File: src/rtl/agc_pkg.sv
package agc_pkg;
  localparam int GAIN_W = 3;
  typedef logic [GAIN_W-1:0] gain_t;
  localparam gain_t GAIN_MAX = '1;
  localparam gain_t GAIN_MIN = '0;

  typedef enum logic [1:0] {
    STEP_HOLD = 2'd0,
    STEP_UP   = 2'd1,
    STEP_DOWN = 2'd2
  } step_e;
endpackage

File: src/rtl/agc_reset_sync.sv
module agc_reset_sync #(
  parameter int STAGES = 2
) (
  input  logic clk,
  input  logic rst_async_n,
  output logic rst_sync_n
);
  logic [STAGES-1:0] sync_q;

  always_ff @(posedge clk or negedge rst_async_n) begin
    if (!rst_async_n) begin
      sync_q <= '0;
    end else begin
      sync_q <= {sync_q[STAGES-2:0], 1'b1};
    end
  end

  assign rst_sync_n = sync_q[STAGES-1];
endmodule

File: src/rtl/agc_magnitude.sv
module agc_magnitude #(
  parameter int SAMPLE_W = 14,
  parameter int THR_W    = 10
) (
  input  logic                clk,
  input  logic                rst_n,
  input  logic [SAMPLE_W-1:0] sample_i,
  output logic [THR_W-1:0]    mag_o
);
  localparam int MAG_W = SAMPLE_W - 1;
  localparam int SHIFT = MAG_W - THR_W;

  logic [SAMPLE_W-1:0] abs_full;
  logic [MAG_W-1:0]    abs_sat;
  logic [THR_W-1:0]    mag_d;
  logic [THR_W-1:0]    mag_q;

  // Two's-complement absolute value; the most negative code overflows into the top bit.
  always_comb begin
    if (sample_i[SAMPLE_W-1]) begin
      abs_full = ~sample_i + {{(SAMPLE_W-1){1'b0}}, 1'b1};
    end else begin
      abs_full = sample_i;
    end
  end

  // Limit to the largest positive magnitude, then keep the upper THR_W bits.
  always_comb begin
    if (abs_full[MAG_W]) begin
      abs_sat = '1;
    end else begin
      abs_sat = abs_full[MAG_W-1:0];
    end
  end

  generate
    if (SHIFT > 0) begin : g_shift
      assign mag_d = THR_W'(abs_sat >> SHIFT);
    end else begin : g_direct
      assign mag_d = THR_W'(abs_sat);
    end
  endgenerate

  always_ff @(posedge clk or negedge rst_n) begin
    if (!rst_n) begin
      mag_q <= '0;
    end else begin
      mag_q <= mag_d;
    end
  end

  assign mag_o = mag_q;

  // a zero sample always yields a zero magnitude one clock later
  p_zero_mag_r1: assert property (@(posedge clk) disable iff (!rst_n)
    (sample_i == '0) |=> (mag_q == '0));
endmodule

File: src/rtl/agc_gain_ctrl.sv
module agc_gain_ctrl
  import agc_pkg::*;
#(
  parameter int THR_W   = 10,
  parameter int DWELL_W = 20,
  parameter int DELAY_W = 6
) (
  input  logic               clk,
  input  logic               rst_n,
  input  logic               enable_i,
  input  logic [THR_W-1:0]   mag_i,
  input  logic [THR_W-1:0]   thr_upper_i,
  input  logic [THR_W-1:0]   thr_lower_i,
  input  logic [DWELL_W-1:0] dwell_i,
  input  logic [DELAY_W-1:0] delay_i,
  output gain_t              gain_o,
  output logic               restart_o
);
  localparam logic [DWELL_W-1:0] DWELL_ONE = DWELL_W'(1);

  logic               en_q;
  logic               en_rise;
  logic               upd_en;
  logic               above;
  logic               below;
  step_e              step;
  gain_t              gain_q, gain_d;
  logic [DWELL_W-1:0] dwell_q, dwell_d;
  logic [DELAY_W-1:0] settle_q, settle_d;
  logic               busy;

  assign en_rise = enable_i & ~en_q;
  assign upd_en  = enable_i;
  assign above   = mag_i > thr_upper_i;
  assign below   = mag_i < thr_lower_i;
  assign busy    = settle_q != '0;

  // Decide which step the current magnitude asks for, and advance the dwell timer.
  always_comb begin
    step    = STEP_HOLD;
    dwell_d = dwell_q;
    if (busy) begin
      dwell_d = '0;
    end else if (above) begin
      dwell_d = '0;
      if (gain_q != GAIN_MIN) step = STEP_DOWN;
    end else if (below) begin
      if (dwell_q == '0) begin
        dwell_d = (dwell_i == '0) ? DWELL_ONE : dwell_i;
      end else if (dwell_q == DWELL_ONE) begin
        dwell_d = '0;
        if (gain_q != GAIN_MAX) step = STEP_UP;
      end else begin
        dwell_d = dwell_q - DWELL_ONE;
      end
    end else begin
      dwell_d = '0;
    end
  end

  // Next gain and settle window.
  always_comb begin
    gain_d   = gain_q;
    settle_d = busy ? settle_q - DELAY_W'(1) : settle_q;
    unique case (step)
      STEP_UP: begin
        gain_d   = gain_q + gain_t'(1);
        settle_d = delay_i;
      end
      STEP_DOWN: begin
        gain_d   = gain_q - gain_t'(1);
        settle_d = delay_i;
      end
      default: ;
    endcase
    if (en_rise) begin
      gain_d   = GAIN_MIN;
      settle_d = '0;
    end
  end

  always_ff @(posedge clk or negedge rst_n) begin
    if (!rst_n) begin
      en_q <= 1'b0;
    end else begin
      en_q <= enable_i;
    end
  end

  always_ff @(posedge clk or negedge rst_n) begin
    if (!rst_n) begin
      gain_q   <= GAIN_MIN;
      dwell_q  <= '0;
      settle_q <= '0;
    end else if (upd_en) begin
      gain_q   <= gain_d;
      dwell_q  <= en_rise ? '0 : dwell_d;
      settle_q <= settle_d;
    end
  end

  assign gain_o    = gain_q;
  assign restart_o = en_rise;

  // the code moves by at most one step per clock
  p_one_step_r4: assert property (@(posedge clk) disable iff (!rst_n)
    !en_rise |=> (({1'b0, gain_q} == {1'b0, $past(gain_q)}) ||
                  ({1'b0, gain_q} == {1'b0, $past(gain_q)} + 4'd1) ||
                  ({1'b0, gain_q} + 4'd1 == {1'b0, $past(gain_q)})));

  // a rise is only granted on a below-limit magnitude
  p_rise_needs_low_r3: assert property (@(posedge clk) disable iff (!rst_n)
    (!below && !en_rise) |=> ({1'b0, gain_q} != {1'b0, $past(gain_q)} + 4'd1));

  // no wrap from top to bottom or from bottom to top
  p_sat_top_r5: assert property (@(posedge clk) disable iff (!rst_n)
    (gain_q == GAIN_MAX && !en_rise) |=> (gain_q != GAIN_MIN));
  p_sat_bot_r5: assert property (@(posedge clk) disable iff (!rst_n)
    (gain_q == GAIN_MIN) |=> (gain_q != GAIN_MAX));

  // the code is frozen while a change is settling
  p_busy_freeze_r7: assert property (@(posedge clk) disable iff (!rst_n)
    (busy && !en_rise) |=> $stable(gain_q));

  // restart forces minimum gain
  p_restart_min_r8: assert property (@(posedge clk) disable iff (!rst_n)
    en_rise |=> (gain_q == GAIN_MIN));

  // nothing moves while disabled
  p_hold_off_r9: assert property (@(posedge clk) disable iff (!rst_n)
    !enable_i |=> ($stable(gain_q) && $stable(dwell_q) && $stable(settle_q)));
endmodule

File: src/rtl/agc_exp_delay.sv
module agc_exp_delay
  import agc_pkg::*;
#(
  parameter int DELAY_W = 6
) (
  input  logic               clk,
  input  logic               rst_n,
  input  logic               shift_en_i,
  input  logic               clear_i,
  input  logic [DELAY_W-1:0] delay_i,
  input  gain_t              din_i,
  output gain_t              dout_o
);
  localparam int DEPTH = (1 << DELAY_W) - 1;

  gain_t stage_q [DEPTH];

  generate
    for (genvar i = 0; i < DEPTH; i++) begin : g_stage
      gain_t stage_in;
      if (i == 0) begin : g_head
        assign stage_in = din_i;
      end else begin : g_body
        assign stage_in = stage_q[i-1];
      end

      always_ff @(posedge clk or negedge rst_n) begin
        if (!rst_n) begin
          stage_q[i] <= GAIN_MIN;
        end else if (clear_i) begin
          stage_q[i] <= GAIN_MIN;
        end else if (shift_en_i) begin
          stage_q[i] <= stage_in;
        end
      end
    end
  endgenerate

  assign dout_o = (delay_i == '0) ? din_i : stage_q[delay_i - DELAY_W'(1)];

  // a restart flushes the whole line, so the exponent reads zero
  p_flush_r8: assert property (@(posedge clk) disable iff (!rst_n)
    clear_i |=> (dout_o == GAIN_MIN));

  // the line is frozen while disabled
  p_line_hold_r9: assert property (@(posedge clk) disable iff (!rst_n)
    (!shift_en_i && !clear_i) |=> $stable(stage_q[0]));
endmodule

File: src/rtl/agc_gain_ranger.sv
module agc_gain_ranger #(
  parameter int SAMPLE_W = 14,
  parameter int THR_W    = 10,
  parameter int DWELL_W  = 20,
  parameter int DELAY_W  = 6
) (
  input  logic                clk,
  input  logic                rst_n,
  input  logic                enable,
  input  logic [SAMPLE_W-1:0] sample_in,
  input  logic [THR_W-1:0]    thr_upper,
  input  logic [THR_W-1:0]    thr_lower,
  input  logic [DWELL_W-1:0]  dwell_cycles,
  input  logic [DELAY_W-1:0]  settle_delay,
  output logic [2:0]          gain_code,
  output logic [2:0]          exp_out
);
  import agc_pkg::*;

  logic             rst_core_n;
  logic [THR_W-1:0] mag;
  gain_t            gain;
  gain_t            exp_dly;
  logic             restart;

  agc_reset_sync #(.STAGES(2)) u_rst (
    .clk         (clk),
    .rst_async_n (rst_n),
    .rst_sync_n  (rst_core_n)
  );

  agc_magnitude #(.SAMPLE_W(SAMPLE_W), .THR_W(THR_W)) u_mag (
    .clk      (clk),
    .rst_n    (rst_core_n),
    .sample_i (sample_in),
    .mag_o    (mag)
  );

  agc_gain_ctrl #(.THR_W(THR_W), .DWELL_W(DWELL_W), .DELAY_W(DELAY_W)) u_ctrl (
    .clk         (clk),
    .rst_n       (rst_core_n),
    .enable_i    (enable),
    .mag_i       (mag),
    .thr_upper_i (thr_upper),
    .thr_lower_i (thr_lower),
    .dwell_i     (dwell_cycles),
    .delay_i     (settle_delay),
    .gain_o      (gain),
    .restart_o   (restart)
  );

  agc_exp_delay #(.DELAY_W(DELAY_W)) u_dly (
    .clk        (clk),
    .rst_n      (rst_core_n),
    .shift_en_i (enable),
    .clear_i    (restart),
    .delay_i    (settle_delay),
    .din_i      (gain),
    .dout_o     (exp_dly)
  );

  assign gain_code = gain;
  assign exp_out   = exp_dly;

  // both outputs read zero while the core is in reset
  p_reset_zero_r10: assert property (@(posedge clk)
    !rst_core_n |-> (gain_code == 3'd0 && exp_out == 3'd0));
endmodule

File: config.mk
export PLATFORM = sky130hd
export DESIGN_NAME = agc_gain_ranger
export DESIGN_NICKNAME = d
export VERILOG_FILES = /design/src/rtl/agc_pkg.sv /design/src/rtl/agc_reset_sync.sv /design/src/rtl/agc_magnitude.sv /design/src/rtl/agc_gain_ctrl.sv /design/src/rtl/agc_exp_delay.sv /design/src/rtl/agc_gain_ranger.sv
export SDC_FILE = /design/constraint.sdc
export NUM_CORES = 1
export LEC_CHECK = 0
export ABC_AREA = 0
export BUFFER_PORTS_ARGS = -buffer_cell sky130_fd_sc_hd__buf_2
export CAP_MARGIN = 20
export CORE_MARGIN = 1
export CORE_UTILIZATION = 57
export CTS_BUF_LIST = sky130_fd_sc_hd__clkbuf_2 sky130_fd_sc_hd__clkbuf_4 sky130_fd_sc_hd__clkbuf_8
export DETAILED_ROUTE_END_ITERATION = 6
export PLACE_DENSITY = 0.72
export SYNTH_ARGS = -nofsm -noshare
export SYNTH_HDL_FRONTEND = slang
export SYNTH_SLANG_ARGS = --single-unit
File: constraint.sdc
create_clock -name clk -period 7.9 [get_ports clk]
set_clock_uncertainty 0.1 [all_clocks]
set_input_delay 2.37 -clock clk [delete_from_list [all_inputs] [get_ports clk]]
set_output_delay 2.37 -clock clk [all_outputs]
set_load 0.1 [all_outputs]
# Yosys cells after proc, flatten, opt, wreduce, memory -nomap -nowiden
# Index checks and enable logic that the tools add are counted.
dict set report totals {
  mem_bits_ro 0
  ramBits 0
  output_inout_bits 6
  input_bits 63
  latchBits 0
  word_cells 248
  reg_bits 231
  n_memories 0
}
dict set report op_classes {
  shift 0
  bitwise_logic 4
  n_div 0
  n_addsub 6
  n_mux 151
  magnitude_cmp 3
  mul 0
  n_eq_ne 4
  n_reduce_logical 11
}
# operator count
set op_table {}
lappend op_table {{2-to-1 mux 3 bit} 130}
lappend op_table {{2-to-1 mux 20 bit} 7}
lappend op_table {{zero test 20 bit} 2}
lappend op_table {{== test 20 x 1 -> 1 bit, second input constant} 1}
lappend op_table {{subtractor 20 x 1 -> 20 bit, second input constant} 1}
lappend op_table {{binary-select mux 3 bit (select 6 bit)} 1}
lappend op_table {{2-to-1 mux 6 bit} 3}
lappend op_table {{adder 14 x 1 -> 14 bit, second input constant} 1}
lappend op_table {{2-to-1 mux 14 bit} 1}
lappend op_table {{inverter 14 bit} 1}
lappend op_table {{2-to-1 mux 13 bit} 1}
lappend op_table {{2-to-1 mux 2 bit} 6}
lappend op_table {{subtractor 6 x 1 -> 6 bit, second input constant} 2}
lappend op_table {{> comparator 10 bit} 1}
lappend op_table {{< comparator 10 bit} 1}
lappend op_table {{nonzero test 3 bit} 3}
lappend op_table {{>= comparator 7 bit, second input constant} 1}
lappend op_table {{inverter 6 -> 7 bit} 1}
lappend op_table {{zero test 6 bit} 1}
lappend op_table {{case mux 3 bit (2 select lines)} 1}
lappend op_table {{nonzero test 6 bit} 1}
lappend op_table {{AND reduction 2 bit} 2}
lappend op_table {{adder 3 x 1 -> 3 bit, second input constant} 1}
lappend op_table {{inequality test 3 bit, second input constant} 1}
lappend op_table {{8 further kinds} 8}

# Logic depth before layout (Yosys ltp)
# Gate-level depths: netlist (run 1).
dict set report logic_depth {
  depth_word 11
  ltp_mapped 15
  depth_no_buf 15
}

# Cells and area by module
# From an unflattened synthesis (run 1), not the netlist that was laid out.
dict set report hier_totals {
  hier_cells 1185
  area_unflattened_um2 12603.3
}
# module n_inst seq_area_each_um2 cells_each area_each_um2
set by_module_without_submodules {}
lappend by_module_without_submodules {agc_exp_delay 1 4729.5 799 9280.2}
lappend by_module_without_submodules {agc_gain_ctrl 1 750.7 325 2712.6}
lappend by_module_without_submodules {agc_magnitude 1 250.2 58 556.8}
lappend by_module_without_submodules {agc_reset_sync 1 50.0 3 53.8}

# Worst setup path before layout (run 1)
# No wires, ideal clock.
dict set report synth_path {
  path_kind {input -> output}
  from {in settle_delay[0]}
  to {out exp_out[1]}
  arrival_ns 5.570
  t_required_ns 5.430
  path_buffers 4
  setup_slack_ns -0.140
  path_stages 11
  path_cell_list {buf_1 > clkbuf_1 > inv_1 > ha_1 > clkbuf_1 > clkbuf_1 > mux4_2 > mux2i_1 > o22a_1 > nand4_1 > o211a_1}
}
dict set report synth_between {
  elab_chain_cells 6
  word_cells_on_any_way 7
  classes_between {1 x add/sub; 4 x mux; 1 x bitwise; 1 x reduce/logical}
}
# item line
set synth_rtl {}
lappend synth_rtl {{from (decl)} agc_gain_ranger.sv:14} ;# input logic [DELAY_W-1:0] settle_delay,
lappend synth_rtl {{subtractor 6 x 1 -> 6 bit} agc_exp_delay.sv:39} ;# assign dout_o = (delay_i == '0) ? din_i : stage_q[delay_i - DELAY_W'(1)];
lappend synth_rtl {{inverter 6 -> 7 bit (not written as such)} agc_exp_delay.sv:39}
lappend synth_rtl {{binary-select mux 3 bit (select 6 bit)} agc_exp_delay.sv:39}
lappend synth_rtl {{2-to-1 mux 3 bit (not written as such) (2 in series)} agc_exp_delay.sv:39}
lappend synth_rtl {{2-to-1 mux 3 bit (*)} agc_exp_delay.sv:39}
lappend synth_rtl {{to (decl)} agc_gain_ranger.sv:16} ;# output logic [2:0] exp_out
# Mark *: on every way between the ends. The rest lies on a longest branch, timed or not. The select of a mux whose other input is x is not followed.

# Final worst setup path (run 1)
dict set report layout_path {
  from {in settle_delay[1]}
  to {out exp_out[1]}
}
# Same word-level chain as after synthesis.

==> results.py, run 1 <==
metrics = {
    "run_status": {
        "status": "finished clean",
    },
    "routing": {
        "drtPass1Iterations": 5,
        "wl_per_cell_um": 19.4,
        "first_iter_violations": 655,
        "ant_nets": 0,
        "vias": 8503,
        "via_per_inst": 6.31,
        "wirelength_um": 26200,
        "drc_errors": 0,
    },
    "sta": {
        "grt_setup_unrepaired": "false",
        "timing.final.ws_setup_ns": 0.493,
        "setup_tns_ns": 0,
        "min_period_ns": 7.41,
        "fin_crit_sh": 0.938,
        "max_freq_mhz": 135,
        "max-slew-margin-rel": 0.263,
        "drv_slew": 0,
        "worst_pin_slew_ns": 1.11,
        "setup_viol": 0,
        "hold_violations": 0,
    },
    "place": {
        "gp_congestion": 0.802,
        "port_buffers": 68,
        "place_ws_ns": 0.512,
        "dp_hpwl_um": 16300,
    },
    "grt": {
        "grt.total_usage": 0.256,
        "antenna_found_initial": 0,
        "grt_max_degree": 107,
        "grt_pass1_vias": 8480,
        "overflow": 0,
        "grt_pass1_wl_um": 44100,
    },
    "setup_path": {
        "cp_max_fo": 11,
        "slowest_delay_ns": 0.55,
        "criticalPathCategory": "input port to output pin",
        "cp_top_family": "buffers and inverters",
        "cp_common_cell": "buf_2",
        "crit_path_end_kind": "output pin",
        "slowest_stage": "ha_2",
        "cp_cell_sequence": "buf_2 -> inv_1 -> ha_2 -> buf_4 -> mux4_2 -> mux2_2 -> nand2_1 -> nand4_1 -> o211a_2 -> buf_2",
        "start_kind": "input port",
        "cp.required_ns": 5.43,
        "critical_path_arrival_ns": 4.94,
        "worst-path-buf-inv": 4,
    },
    "synth": {
        "syn-num-nets": 1092,
        "synthesis.area_um2": 11700,
        "ys_async_sr_fraction": 1.00,
        "synthCells": 1002,
        "post-synth-top-area-cell": "dfrtp_1",
        "ys_warn_count": 0,
        "yosysSeqAreaShare": 0.493,
        "synth_cell_types": 67,
        "synth-edff-count": 0,
        "synth_top_area_frac": 0.493,
        "synthTopCellsByArea": "dfrtp_1 49%, a22o_1 9.0%, mux4_2 8.6%",
        "avgSynthCellArea_um2": 11.7,
        "ys.flop_type": "dfrtp_1",
        "ys_ff_latch": 231,
    },
    "clocking": {
        "cts-resized-gates": 0,
        "clkSinkCount": 231,
        "clkLatencyLatePin_ns": 0.54,
        "cts.path.max_buffers": 3,
        "cts_tree": "done",
        "cts_max_level": 2,
        "cts-root-buf": "clkbuf_8",
        "holdBufCountCts": 0,
        "cts_buffers": 41,
        "post_cts_buffers": 0,
        "path_clk_slew_ns": 0.06,
    },
    "layout": {
        "fillCellCount": 1567,
        "diodes": 0,
        "drive_above_1_share": 0.215,
        "area.growth.synth_to_final_pct": 12.3,
        "ff_latch_area_um2": 5780,
        "multi_input_comb_area_um2": 5500,
        "fin_nets": 1138,
    },
    "min_path": {
        "hold_class": "flip-flop to flip-flop",
    },
    "die": {
        "core_um2": 20200,
        "io_pins": 69,
        "initial_core_util": 0.580,
        "rows": 52,
        "die_w_um": 145,
        "die_area_um2": 21200,
        "fp.dieH_um": 145,
    },
    "power": {
        "ir_drop_v": 0.000222,
        "power_density_nw_per_um2": 253,
        "power_leakage_nw": 5.97,
    },
    "run": {
        "cap_violations": 0,
    },
}
[cells in the final DEF (no fill, tap or decap), drive strengths merged, types with 6 or more instances in the layout]
master,instances
dfrtp,231
a22o,120
nand2,104
o2bb2ai,89
buf,85
clkbuf,66
mux4,45
inv,40
ha,26
o21ai,23
nor2,22
mux2i,20
nor3,18
a22oi,17
xor2,15
a21oi,14
mux2,9
xnor2,9
nand3,8
nor4,8
nand4,7
a21o,7
or4,7
nor2b,6
o32a,6
or3,6
[cells by family (layout without fill, tap and decap cells)]
group / Yosys count / after routing / synth area share
buffers and inverters: 122 / 198 / 0.0403
adder cells (fa/ha/maj): 27 / 27 / 0.0294
AND/OR/NAND/NOR: 205 / 205 / 0.0844
multiplexers: 74 / 74 / 0.112
XOR/XNOR: 24 / 24 / 0.0179
AO/OA/AOI/OAI: 318 / 318 / 0.223
other: 1 / 1 / 0.000320
flip-flops: 231 / 231 / 0.493
[layer usage]
metal / wire [um] / global-route usage
met5: 0 / 0
met4: 556 / 0.0832
met3: 1220 / 0.0426
met2: 12000 / 0.384
met1: 12500 / 0.382
[stage by stage]
stage | instance area (um2) | hold slack (ns) | utilization | power (mW) | instances
6_report | 13200 | 0.255 | 0.651 | 3.33 | 1348
4_1_cts | 13200 | 0.258 | 0.650 | 3.35 | 1347
3_3_place_gp | 12300 | 0.236 | 0.606 | 2.15 | 1274
3_5_place_dp | 12300 | 0.240 | 0.606 | 2.17 | 1274
5_1_grt | 13200 | 0.270 | 0.651 | 3.50 | 1348
2_1_floorplan | 11700 | 0.231 | - | 1.98 | 1002
[cells in the mapped netlist, drive strengths merged, types with 6 or more instances]
| cell | n |
|---|---|
| mux2 | 9 |
| nor3 | 18 |
| or3 | 6 |
| buf | 13 |
| o2bb2ai | 89 |
| a21oi | 14 |
| nor4 | 8 |
| mux2i | 20 |
| a21o | 7 |
| nand4 | 7 |
| o32a | 6 |
| nand3 | 8 |
| nor2b | 6 |
| clkbuf | 69 |
| nor2 | 22 |
| dfrtp | 231 |
| o21ai | 23 |
| mux4 | 45 |
| a22oi | 17 |
| xnor2 | 9 |
| inv | 40 |
| nand2 | 104 |
| or4 | 7 |
| ha | 26 |
| xor2 | 15 |
| a22o | 120 |
[power breakdown]
| part | switching, mW | leakage (nW) | internal [mW] |
|---|---|---|---|
| registers | 0.0631 | 3.19 | 1.22 |
| clock network | 0.495 | 0.469 | 0.679 |
| logic | 0.525 | 2.31 | 0.345 |
[area by class of cell]
| type | count | share of cell area |
|---|---|---|
| well taps | 270 | 0.0256 |
| multi-input cells | 649 | 0.417 |
| repair buffers | 85 | 0.0391 |
| clock buffers | 66 | 0.0642 |
| clock inverters | 7 | 0.00332 |
| inverters | 40 | 0.0118 |
| flip-flops and latches | 231 | 0.439 |
[flip-flops by register name, summed over array words and instances (netlist names)]
signal and flops:
u_ctrl.en_q 1, u_mag.mag_o 10, u_rst.sync_q 2, u_dly.g_stage.stage_in 186
u_dly.stage_q 3, u_ctrl.dwell_q 20, u_ctrl.settle_q 6, u_ctrl.gain_o 3
[worst paths after layout]
| check | startpoint | to | slack [ns] | cells past startpoint |
|---|---|---|---|---|
| min | u_rst.sync_q[0] | u_rst.sync_q[1] | 0.25 | 0 |
| min reg2reg | u_rst.sync_q[0] | u_rst.sync_q[1] | 0.25 | 0 |
| max reg2reg | u_ctrl.dwell_q[12] | u_ctrl.settle_q[3] | 3.41 | 12 |
| max | settle_delay[1] | exp_out[1] | 0.49 | 10 |
| max in group asynchronous | u_rst.sync_q[1] | u_dly.g_stage[50].stage_in[1] | 5.80 | 1 |
| min in group asynchronous | u_rst.sync_q[1] | u_mag.mag_o[9] | 0.39 | 0 |
(Power assumes the default switching activity.)
==> inputs of run 2 (changes only) <==
--- a/config.mk
+++ b/config.mk
@@ -10,3 +10,3 @@
 export CAP_MARGIN = 20
-export CORE_MARGIN = 1
+export CORE_MARGIN = 4
 export CORE_UTILIZATION = 57
==> constraint.sdc (replaced) <==
create_clock -name clk -period 7.9 [get_ports clk]
set_clock_uncertainty 0.1 [all_clocks]
set_input_delay 1.58 -clock clk [delete_from_list [all_inputs] [get_ports clk]]
set_output_delay 1.58 -clock clk [all_outputs]
set_load 0.1 [all_outputs]
==> results.py, run 2 (synthesis results as in run 1) <==
metrics = {
    "setup_path": {
        "slowest_delay_ns": 0.91,
        "start_kind": "input port",
        "r2r_cells": 11,
        "cp.required_ns": 6.22,
        "cp_common_cell": "buf_2",
        "critical_path_arrival_ns": 4.46,
        "crit_path_end_kind": "output pin",
        "cp_cell_sequence": "buf_2 -> inv_1 -> ha_2 -> buf_4 -> mux4_2 -> mux2_2 -> o21ai_0 -> nand4_1 -> o211a_1 -> buf_2",
        "slowest_stage": "ha_2",
        "criticalPathCategory": "input port to output pin",
        "cp_max_fo": 32,
    },
    "sta": {
        "max_freq_mhz": 163,
        "hold_violations": 0,
        "setup_viol": 0,
        "min_period_ns": 6.14,
        "setup_tns_ns": 0,
        "worst_pin_slew_ns": 1.05,
        "drv_slew": 0,
        "fin_crit_sh": 0.777,
        "grt_setup_unrepaired": "false",
        "max-slew-margin-rel": 0.299,
    },
    "clocking": {
        "post_cts_buffers": 0,
        "cts.path.max_buffers": 3,
        "cts_max_level": 2,
        "cts_buffers": 39,
        "clkSinkCount": 231,
        "clkLatencyLatePin_ns": 0.53,
        "holdBufCountCts": 0,
        "path_clk_slew_ns": 0.06,
        "cts-resized-gates": 0,
        "cts_tree": "done",
        "cts-root-buf": "clkbuf_8",
    },
    "run": {
        "cap_violations": 0,
    },
    "layout": {
        "area.growth.synth_to_final_pct": 11.5,
        "fillCellCount": 1592,
        "ff_latch_area_um2": 5780,
        "diodes": 0,
        "drive_above_1_share": 0.202,
        "fin_nets": 1131,
        "final_common_cell": "dfrtp_1",
        "multi_input_comb_area_um2": 5500,
        "mostFrequentLayoutCells": "230 x dfrtp_1, 120 x a22o_1, 103 x nand2_1, 89 x o2bb2ai_1, 67 x buf_2",
        "stdcell_count": 1334,
        "largest_register_ffs": 186,
    },
    "power": {
        "ir_drop_v": 0.000170,
        "power_leakage_nw": 5.93,
        "power_density_nw_per_um2": 255,
        "power_mw": 3.34,
    },
    "routing": {
        "wirelength_um": 25600,
        "via_per_inst": 6.37,
        "first_iter_violations": 775,
        "drc_errors": 0,
        "wl_per_cell_um": 19.2,
        "ant_nets": 0,
        "vias": 8501,
        "drtPass1Iterations": 5,
    },
    "die": {
        "io_pins": 69,
        "rows": 52,
        "die_w_um": 151,
        "initial_core_util": 0.580,
        "core_um2": 20200,
        "die_area_um2": 22900,
        "fp.dieH_um": 151,
    },
    "grt": {
        "grt_max_degree": 138,
        "overflow": 0,
        "antenna_found_initial": 0,
        "grt_pass1_vias": 8319,
        "grt_pass1_wl_um": 42900,
        "grt.total_usage": 0.231,
    },
    "place": {
        "port_buffers": 68,
        "dp_hpwl_um": 15700,
        "dp.cells": 1270,
        "gp_congestion": 0.842,
    },
    "run_status": {
        "status": "finished clean",
    },
    "min_path": {
        "hold_class": "flip-flop to async pin",
    },
}
run 2: changes by cell type in the layout (fill, tap and decap cells not counted), sizes merged:
cell	delta
clkinv	-3
clkbuf	-9
buf	-5
bufinv	+3
run 2: area by class of cell:
type / count / area share
clock buffers: 57 / 0.0585
clock inverters: 7 / 0.00880
inverters: 40 / 0.0119
multi-input cells: 649 / 0.420
flip-flops and latches: 231 / 0.442
well taps: 270 / 0.0258
repair buffers: 80 / 0.0331
run 2: report_power, final:
| group | internal, mW | switching, mW | total, mW |
|---|---|---|---|
| Clock | 0.716 | 0.480 | 1.20 |
| Sequential | 1.22 | 0.0596 | 1.28 |
| Combinational | 0.339 | 0.518 | 0.857 |
| Total | 2.28 | 1.06 | 3.34 |
run 2: worst max-delay path, delay by kind of cell:
kind                       cells  cell delay [ns]
AOI/OAI and AO/OA              2             0.28
adders and majority gates      1             0.91
buffers and inverters          4             0.92
muxes                          2             0.61
and+or+nand+nor                1             0.15
run 2: worst paths after layout:
path,start,end,slack [ns]
max in group asynchronous,u_rst.sync_q[1],u_dly.g_stage[43].stage_in[2],5.64
worst max register to register,u_ctrl.dwell_q[12],u_ctrl.settle_q[0],3.56
worst min-delay path,u_rst.sync_q[1],u_ctrl.dwell_q[1],0.23
worst max-delay path,settle_delay[1],exp_out[0],1.76
min in group clk,u_rst.sync_q[0],u_rst.sync_q[1],0.25
worst min register to register,u_rst.sync_q[1],u_ctrl.dwell_q[1],0.23
run 2: per-layer routing:
| metal | vias up | global-route usage | routed length, um |
|---|---|---|---|
| li1 | 3919 | - | - |
| met3 | 48 | 0.0446 | 1270 |
| met1 | 4324 | 0.341 | 11800 |
| met5 | - | 0 | 0 |
| met4 | 0 | 0.0766 | 667 |
| met2 | 210 | 0.348 | 11800 |
run 2: metrics by stage:
step                      setup slack [ns]  hold WS [ns]  utilization  instance area [um2]
after floorplan                      0.886         0.231            -                11700
after CTS                             1.74         0.250        0.647                13100
after detailed placement              1.80         0.237        0.603                12200
final                                 1.76         0.227        0.647                13100
after global placement                1.83         0.233        0.603                12200
after global routing                  1.66         0.275        0.647                13100
